<file path="src/rtl/cal_pkg.sv">
package cal_pkg;
  localparam int BCD_W = 8;
  typedef logic [BCD_W-1:0] bcd_t;

  localparam bcd_t HUND_MAX  = 8'h99;
  localparam bcd_t SEXA_MAX  = 8'h59;
  localparam bcd_t MONTH_MAX = 8'h12;
  localparam bcd_t YEAR_MAX  = 8'h99;
  localparam bcd_t HOUR_RST  = 8'h12;

  // Add one to a two-digit BCD value (no range wrap).
  function automatic bcd_t bcd_inc(bcd_t v);
    if (v[3:0] == 4'd9) return {v[7:4] + 4'd1, 4'd0};
    else                return {v[7:4], v[3:0] + 4'd1};
  endfunction

  // A year is a leap year when its BCD value is a multiple of four.
  function automatic logic is_leap(bcd_t yr);
    logic [6:0] b;
    b = 7'(yr[7:4]) * 7'd10 + 7'(yr[3:0]);
    return b[1:0] == 2'b00;
  endfunction

  function automatic bcd_t month_days(bcd_t mo, logic leap);
    case (mo)
      8'h02:                      return leap ? 8'h29 : 8'h28;
      8'h04, 8'h06, 8'h09, 8'h11: return 8'h30;
      default:                    return 8'h31;
    endcase
  endfunction
endpackage

</file>
<file path="src/rtl/bcd_wrap_counter.sv">
module bcd_wrap_counter
  import cal_pkg::*;
#(
  parameter bcd_t LO  = 8'h00,
  parameter bcd_t HI  = 8'h59,
  parameter bcd_t RST = 8'h00
) (
  input  logic clk,
  input  logic rst,
  input  logic load_en,
  input  bcd_t load_val,
  input  logic inc,
  output bcd_t val,
  output logic carry
);
  assign carry = inc && (val == HI);

  always_ff @(posedge clk) begin
    if (rst)          val <= RST;
    else if (load_en) val <= load_val;
    else if (inc)     val <= carry ? LO : bcd_inc(val);
  end
endmodule

</file>
<file path="src/rtl/hour_counter.sv">
module hour_counter
  import cal_pkg::*;
(
  input  logic clk,
  input  logic rst,
  input  logic load_en,
  input  bcd_t ld_hour,
  input  logic ld_pm,
  input  logic ld_mode24,
  input  logic inc,
  output bcd_t hour,
  output logic pm,
  output logic mode24,
  output logic day_carry
);
  assign day_carry = inc && (mode24 ? (hour == 8'h23) : (hour == 8'h11 && pm));

  always_ff @(posedge clk) begin
    if (rst) begin
      hour   <= HOUR_RST;
      pm     <= 1'b0;
      mode24 <= 1'b0;
    end else if (load_en) begin
      hour   <= ld_hour;
      pm     <= ld_pm;
      mode24 <= ld_mode24;
    end else if (inc) begin
      if (mode24) begin
        hour <= (hour == 8'h23) ? 8'h00 : bcd_inc(hour);
      end else if (hour == 8'h12) begin
        hour <= 8'h01;
      end else if (hour == 8'h11) begin
        hour <= 8'h12;
        pm   <= ~pm;
      end else begin
        hour <= bcd_inc(hour);
      end
    end
  end
endmodule

</file>
<file path="src/rtl/date_counter.sv">
module date_counter
  import cal_pkg::*;
(
  input  logic clk,
  input  logic rst,
  input  logic load_en,
  input  bcd_t ld_date,
  input  bcd_t month,
  input  bcd_t year,
  input  logic inc,
  output bcd_t date,
  output logic carry
);
  bcd_t last_day;

  assign last_day = month_days(month, is_leap(year));
  assign carry    = inc && (date >= last_day);

  always_ff @(posedge clk) begin
    if (rst)          date <= 8'h01;
    else if (load_en) date <= ld_date;
    else if (inc)     date <= carry ? 8'h01 : bcd_inc(date);
  end
endmodule

</file>
<file path="src/rtl/bcd_calendar.sv">
module bcd_calendar
  import cal_pkg::*;
#(
  parameter int DOW_W    = 3,
  parameter int DOW_DAYS = 7
) (
  input  logic             clk,
  input  logic             rst,
  input  logic             tick,
  input  logic             load,
  input  logic [7:0]       ld_sec,
  input  logic [7:0]       ld_min,
  input  logic [7:0]       ld_hour,
  input  logic             ld_pm,
  input  logic             ld_mode24,
  input  logic [7:0]       ld_date,
  input  logic [7:0]       ld_month,
  input  logic [7:0]       ld_year,
  input  logic [DOW_W-1:0] ld_dow,
  output logic [7:0]       hund,
  output logic [7:0]       sec,
  output logic [7:0]       min,
  output logic [7:0]       hour,
  output logic             pm,
  output logic             mode24,
  output logic [7:0]       date,
  output logic [7:0]       month,
  output logic [7:0]       year,
  output logic [DOW_W-1:0] dow
);
  localparam logic [DOW_W-1:0] DOW_LAST = DOW_W'(DOW_DAYS - 1);
  localparam int SEXA_N = 2;

  logic run;
  logic hund_c, hour_c, date_c, month_c, year_c;
  logic day_c;
  bcd_t sexa_ld  [SEXA_N];
  bcd_t sexa_val [SEXA_N];
  logic sexa_inc [SEXA_N+1];

  assign run = tick && !load;

  bcd_wrap_counter #(.LO(8'h00), .HI(HUND_MAX), .RST(8'h00)) u_hund (
    .clk(clk), .rst(rst), .load_en(load), .load_val(8'h00),
    .inc(run), .val(hund), .carry(hund_c)
  );

  assign sexa_ld[0]  = ld_sec;
  assign sexa_ld[1]  = ld_min;
  assign sexa_inc[0] = hund_c;

  // Seconds then minutes: identical 00..59 stages in a carry chain.
  for (genvar i = 0; i < SEXA_N; i++) begin : g_sexa
    bcd_wrap_counter #(.LO(8'h00), .HI(SEXA_MAX), .RST(8'h00)) u_stage (
      .clk(clk), .rst(rst), .load_en(load), .load_val(sexa_ld[i]),
      .inc(sexa_inc[i]), .val(sexa_val[i]), .carry(sexa_inc[i+1])
    );
  end

  assign sec = sexa_val[0];
  assign min = sexa_val[1];

  hour_counter u_hour (
    .clk(clk), .rst(rst), .load_en(load), .ld_hour(ld_hour),
    .ld_pm(ld_pm), .ld_mode24(ld_mode24), .inc(sexa_inc[SEXA_N]),
    .hour(hour), .pm(pm), .mode24(mode24), .day_carry(hour_c)
  );

  assign day_c = hour_c;

  date_counter u_date (
    .clk(clk), .rst(rst), .load_en(load), .ld_date(ld_date),
    .month(month), .year(year), .inc(day_c), .date(date), .carry(date_c)
  );

  bcd_wrap_counter #(.LO(8'h01), .HI(MONTH_MAX), .RST(8'h01)) u_month (
    .clk(clk), .rst(rst), .load_en(load), .load_val(ld_month),
    .inc(date_c), .val(month), .carry(month_c)
  );

  bcd_wrap_counter #(.LO(8'h00), .HI(YEAR_MAX), .RST(8'h00)) u_year (
    .clk(clk), .rst(rst), .load_en(load), .load_val(ld_year),
    .inc(month_c), .val(year), .carry(year_c)
  );

  always_ff @(posedge clk) begin
    if (rst)        dow <= '0;
    else if (load)  dow <= ld_dow;
    else if (day_c) dow <= (dow == DOW_LAST) ? '0 : dow + 1'b1;
  end

  // The year carry has no consumer; the two-digit year simply wraps.
  logic unused_ok;
  assign unused_ok = year_c;
endmodule

</file>
<file path="config.mk">
export PLATFORM = sky130hd
export DESIGN_NAME = bcd_calendar
export DESIGN_NICKNAME = d
export VERILOG_FILES = /design/src/rtl/cal_pkg.sv /design/src/rtl/bcd_wrap_counter.sv /design/src/rtl/hour_counter.sv /design/src/rtl/date_counter.sv /design/src/rtl/bcd_calendar.sv
export SDC_FILE = /design/constraint.sdc
export NUM_CORES = 1
export LEC_CHECK = 0
export BUFFER_PORTS_ARGS = -buffer_cell sky130_fd_sc_hd__buf_2
export CAP_MARGIN = 20
export CORE_UTILIZATION = 36
export DETAILED_ROUTE_END_ITERATION = 12
export GPL_ROUTABILITY_DRIVEN = 0
export MAX_ROUTING_LAYER = met4
export PLACE_DENSITY = 0.6
export SLEW_MARGIN = 0
export SYNTH_ARGS = -nofsm -noshare
export SYNTH_HDL_FRONTEND = slang
export SYNTH_HIERARCHICAL = 1
export SYNTH_SLANG_ARGS = --single-unit
</file>
<file path="constraint.sdc">
create_clock -name clk -period 7.5 [get_ports clk]
set_input_delay 0.375 -clock clk [delete_from_list [all_inputs] [get_ports clk]]
set_output_delay 0.375 -clock clk [all_outputs]
set_load 0.1 [all_outputs]
</file>
=== Yosys cells after proc, flatten, opt, wreduce, memory -nomap -nowiden ===
Cells that the tools add are included.

* Register bits: 61
* Input bits: 57
* Output and inout bits: 61
* Logic and storage cells: 131

* Add/subtract/negate cells: 16
* Multiply operators: 1
* Magnitude comparators: 1
* Equal/unequal tests: 23
* Mux-type cells: 40
* Bitwise operators: 1
* Reductions and logical operators: 33

{| class="wikitable"
|+ Operators with widths
! cell !! number
|-
| 2-to-1 mux 8 bit || 29
|-
| adder 4 x 1 -> 4 bit (second input constant) || 14
|-
| == test 8 x 5 -> 1 bit (second input constant) || 4
|-
| == test 4 bit (second input constant) || 7
|-
| == test 8 x 3 -> 1 bit (second input constant) || 2
|-
| == test 8 x 7 -> 1 bit (second input constant) || 2
|-
| == test 8 bit (second input constant) || 2
|-
| case mux 8 bit (2 select lines) || 1
|-
| nonzero test 2 bit || 8
|-
| nonzero test 3 bit || 5
|-
| AND reduction 2 bit || 6
|-
| logical AND 1 bit || 9
|-
| 2-to-1 mux 3 bit || 3
|-
| == test 8 x 2 -> 1 bit (second input constant) || 1
|-
| == test 8 x 4 -> 1 bit (second input constant) || 1
|-
| == test 8 x 6 -> 1 bit (second input constant) || 1
|-
| >= comparator 8 bit || 1
|-
| 2-to-1 mux 1 bit || 7
|-
| multiplier 4 x 3 -> 1 bit (second input constant) || 1
|-
| != test 2 bit (second input constant) || 2
|-
| AND reduction 4 bit || 1
|-
| OR reduction 4 bit || 1
|-
| adder 3 x 1 -> 3 bit (second input constant) || 1
|-
| == test 3 bit (second input constant) || 1
|-
| other kinds (5) || 5
|}

=== Longest topological paths before layout ===
* Depth in word-level cells: 12
* Gate-level depth with buffers: 20
* Gate-level depth less buffers: 18

=== By module ===
Netlist, hierarchy kept.

{| class="wikitable"
|+ By module, submodules not included
! module !! instances !! cells each !! area each (um2) !! seq. area each (um2)
|-
| bcd_wrap_counter at g_sexa[0].u_stage ... || 4 || 61 || 538.0 || 160.2
|-
| hour_counter || 1 || 94 || 753.2 || 200.2
|-
| date_counter || 1 || 78 || 706.9 || 160.2
|-
| bcd_wrap_counter at u_month || 1 || 62 || 536.8 || 160.2
|-
| bcd_calendar || 1 || 21 || 171.4 || 60.1
|}

=== Least setup slack after synthesis ===
Ideal clock, no wire load.

* Path type: reg-to-reg
* Start point: reg u_hund.val[0]
* End point: reg u_year.val[7]
* Setup time: 138 ps
* Data arrival time: 4727 ps
* Data required time: 7362 ps
* Path slack: 2635 ps
* Cell stages (with the launch flop): 19
* Path buffers: 2
* Period minus slack after synthesis: 4865 ps
* Path through: dfxtp_1 ha_1 nand3b_4 and2b_2 and4b_1 and2b_2 and4b_1 and2b_2 buf_2 nand3_1 nor2_1 buf_6 inv_1 a21oi_1 inv_1 nor3_1 or3b_4 o21ai_0 a221oi_1

{| class="wikitable"
|+ RTL lines
! what !! RTL line !! text
|-
| from (decl) || bcd_wrap_counter.sv:13 || <nowiki>output bcd_t val,</nowiki>
|-
| from (signal assigned) || bcd_wrap_counter.sv:20 || <nowiki>else if (load_en) val <= load_val;</nowiki>
|-
| from (signal assigned) || bcd_wrap_counter.sv:21 || <nowiki>else if (inc) val <= carry ? LO : bcd_inc(val);</nowiki>
|-
| to (signal assigned) || bcd_wrap_counter.sv:20 ||
|-
| to (signal assigned) || bcd_wrap_counter.sv:21 ||
|-
| to (decl) || bcd_wrap_counter.sv:13 ||
|}

==> flow_metrics.py <==
metrics = {
    "drt": {
        "route.detailed.drc": 8,
        "dr.pass1.iters": 8,
        "routed_wire_length_per_instance_um": 14.4,
        "drt_iter0_markers": 229,
        "via_count": 4028,
        "post_drt_via_cell_ratio": 5.29,
        "routed_wirelength_um": 10900,
        "detail-route-antenna-nets": 0,
    },
    "sta": {
        "crit_path_time_final_ns": 5.11,
        "tightestPinTransition_ns": 1.03,
        "setup_viol": 0,
        "maxClockFrequency_mhz": 196,
        "final.setup_skew_ns": 0.00504,
        "post-route-period-util": 0.681,
        "layout_setup_ws_ns": 2.39,
        "slew_viol_final": 0,
        "hold_viol": 0,
        "max_slew_margin": 0.316,
        "rsz0062_at_grt": "no",
        "fin_tns_setup_ns": 0,
    },
    "clock_tree": {
        "root_buffer": "sky130_fd_sc_hd__clkbuf_16",
        "tritoncts": "done",
        "clock_pin_transition_on_the_worst_setup_and_hold_timing_paths_ns": 0.05,
        "cts_buffer_depth": 2,
        "postCtsResizedCells": 0,
        "post_cts_hold_buffer_count": 0,
        "clock-sinks": 61,
        "insertion_delay_ns": 0.33,
        "cts_made_buffers": 9,
        "post_cts.repair.setup_buffers": 0,
        "clock_tree.htree_level_count": 3,
    },
    "final_layout": {
        "final_core_utilization": 0.454,
        "num_antenna_cells": 0,
        "nets": 698,
        "layout.cells.most_common": "sky130_fd_sc_hd__buf_2",
        "sequential_cell_area_um2": 1220,
        "design_area_um2": 5250,
        "fin_cells": 761,
        "final_cell_mix": "sky130_fd_sc_hd__buf_2 (116), sky130_fd_sc_hd__dfxtp_1 (61), sky130_fd_sc_hd__inv_1 (49), sky130_fd_sc_hd__a21oi_1 (47), sky130_fd_sc_hd__nand2_1 (33)",
        "flow.area_growth_from_synthesis_pct": 21.8,
        "share_of_cells_above_drive_strength_1": 0.280,
        "multiInputGateArea_um2": 2770,
        "final.fill_count": 1144,
    },
    "power_and_ir_drop": {
        "power.switching_mw": 0.396,
        "power_density_nw_per_um2": 202,
        "p_int_mw": 0.667,
        "p_comb_frac": 0.277,
        "power.switching_fraction": 0.373,
        "cellLeakagePower_nw": 2.38,
        "power.share.clock": 0.366,
        "share_seq_of_total_power": 0.357,
        "vdd_ir_drop_max_v": 0.000108,
    },
    "worst_setup_path": {
        "endpoint_kind": "flop",
        "cp_slowest_stage_delay_ns": 0.66,
        "crit_path_max_fanout": 14,
        "regToRegStartpoint": "u_hund/val[0]$_SDFFE_PP0P_",
        "crit_family": "simple AND/OR/NAND/NOR gates",
        "worst_ep_arrival_time_ns": 5.27,
        "worstPathCellList": "buf_4, nor2b_1, and4b_1, and2b_2, and4b_1, and2b_2, and4b_1, and2b_2, nand3_1, nor2_1, buf_4, inv_1, a21oi_1, inv_1, nor3_1, or3b_4, o21ai_0, a221oi_1",
        "worst_ep_required_time_ns": 7.66,
        "crit_buf_inv": 4,
        "rrSetupSlack_ns": 2.44,
        "crit_path_class": "primary input to flop",
        "worst_r2r_endpoint": "u_year/val[7]$_SDFFE_PP0P_",
        "timing.critical_path.slowest_stage_cell": "sky130_fd_sc_hd__nor3_1",
        "r2r_cells": 17,
        "critical_path.startpoint_type": "primary input",
    },
    "floorplan": {
        "rows": 39,
        "die_area_um2": 12400,
        "coreArea_um2": 11600,
        "pin_count": 118,
        "start_util": 0.373,
        "chipWidth_um": 111,
        "die-height_um": 111,
    },
    "placement": {
        "detailed_place_hpwl_um": 7870,
        "placedCellCount": 746,
        "pre_cts_slack_ns": 2.08,
        "portBuffers": 117,
        "placement.cell_area_um2": 4970,
    },
    "synth": {
        "number_of_warnings_reported_in_the_yosys_synthesis_log": 6,
        "cell_count_after_synthesis": 498,
        "syn_avg_cell_area_um2": 8.66,
        "total_standard_cell_area_after_synthesis_um2": 4310,
    },
    "hold_path": {
        "hold_path.class": "primary input to flop",
        "holdPathEnd": "u_hour/hour[1]$_SDFFE_PP1N_",
        "min_delay_path_depth": 3,
        "holdCritStartpoint": "ld_hour[1]",
    },
    "global_routing": {
        "gr-total-overflow": 0,
        "pin_count_of_the_biggest_net_entering_global_routing": 101,
        "first_global_vias": 3855,
        "number_of_antenna_violations_at_the_first_check_in_global_routing": 0,
        "grt.total_usage": 0.184,
        "grt_pass1_wl_um": 18200,
    },
    "flow_run": {
        "maxCapViolCount": 0,
    },
    "status": {
        "run_status": "finished with violations",
        "failed_checks": "DRC",
    },
}
routing by layer:
metal / share of wire / GRT usage
met4: 0.011 / 0.0541
met3: 0.057 / 0.0457
met1: 0.47 / 0.229
met5: 0 / -
met2: 0.46 / 0.294
layout make-up:
cell class,count,share of cell area
repair buffers,120,0.116
clock inverters,1,0.000953
multi-input cells,372,0.528
well taps,143,0.0341
flip-flops and latches,61,0.233
inverters,50,0.0357
clock buffers,14,0.0522
worst max path at each step:
stage | cells after the start | end | slack (ns) | start
2_1_floorplan | 18 | u_year/val[7]$_SDFFE_PP0P_ | 2.64 | u_hund/val[0]$_SDFFE_PP0P_
3_3_place_gp | 18 | u_year/val[7]$_SDFFE_PP0P_ | 2.21 | load
3_5_place_dp | 18 | u_year/val[7]$_SDFFE_PP0P_ | 2.08 | load
4_1_cts | 18 | u_year/val[7]$_SDFFE_PP0P_ | 2.43 | load
5_1_grt | 19 | u_year/val[2]$_SDFFE_PP0P_ | 1.72 | load
6_report | 18 | u_year/val[7]$_SDFFE_PP0P_ | 2.39 | load
through the flow:
stage	power, mW	hold WS, ns
floorplan	0.621	0.441
global placement	0.677	0.500
detailed placement	0.681	0.508
CTS	1.08	0.280
global route	1.11	0.296
finish	1.06	0.298
power by group through the flow:
stage / Combinational [mW] / Clock (mW) / Sequential, mW
after floorplan: 0.0940 / 0 / 0.527
after global placement: 0.293 / 0 / 0.384
after detailed placement: 0.295 / 0 / 0.386
after CTS: 0.296 / 0.403 / 0.379
after global routing: 0.312 / 0.417 / 0.383
final: 0.295 / 0.389 / 0.379
sequential cells by signal, indices dropped and copies added (netlist names), 3 cells and up:
signal	flops
g_sexa.u_stage/val	16
u_month/val	8
u_year/val	8
u_hour/hour	8
dow	3
u_hund/val	8
u_date/date	8
worst reg2reg max path: stages, from the launching register on:
cell and delay, ns:
sky130_fd_sc_hd__dfxtp_1 0.42, sky130_fd_sc_hd__ha_1 0.25, sky130_fd_sc_hd__nand3b_4 0.12, sky130_fd_sc_hd__and2b_2 0.31, sky130_fd_sc_hd__and4b_1 0.27, sky130_fd_sc_hd__and2b_2 0.23, sky130_fd_sc_hd__and4b_1 0.27, sky130_fd_sc_hd__and2b_2 0.29
sky130_fd_sc_hd__nand3_1 0.10, sky130_fd_sc_hd__nor2_1 0.14, sky130_fd_sc_hd__buf_4 0.19, sky130_fd_sc_hd__inv_1 0.11, sky130_fd_sc_hd__a21oi_1 0.65, sky130_fd_sc_hd__inv_1 0.16, sky130_fd_sc_hd__nor3_1 0.66, sky130_fd_sc_hd__or3b_4 0.48
sky130_fd_sc_hd__o21ai_0 0.11, sky130_fd_sc_hd__a221oi_1 0.12
Power figures use the tool's default switching activity.
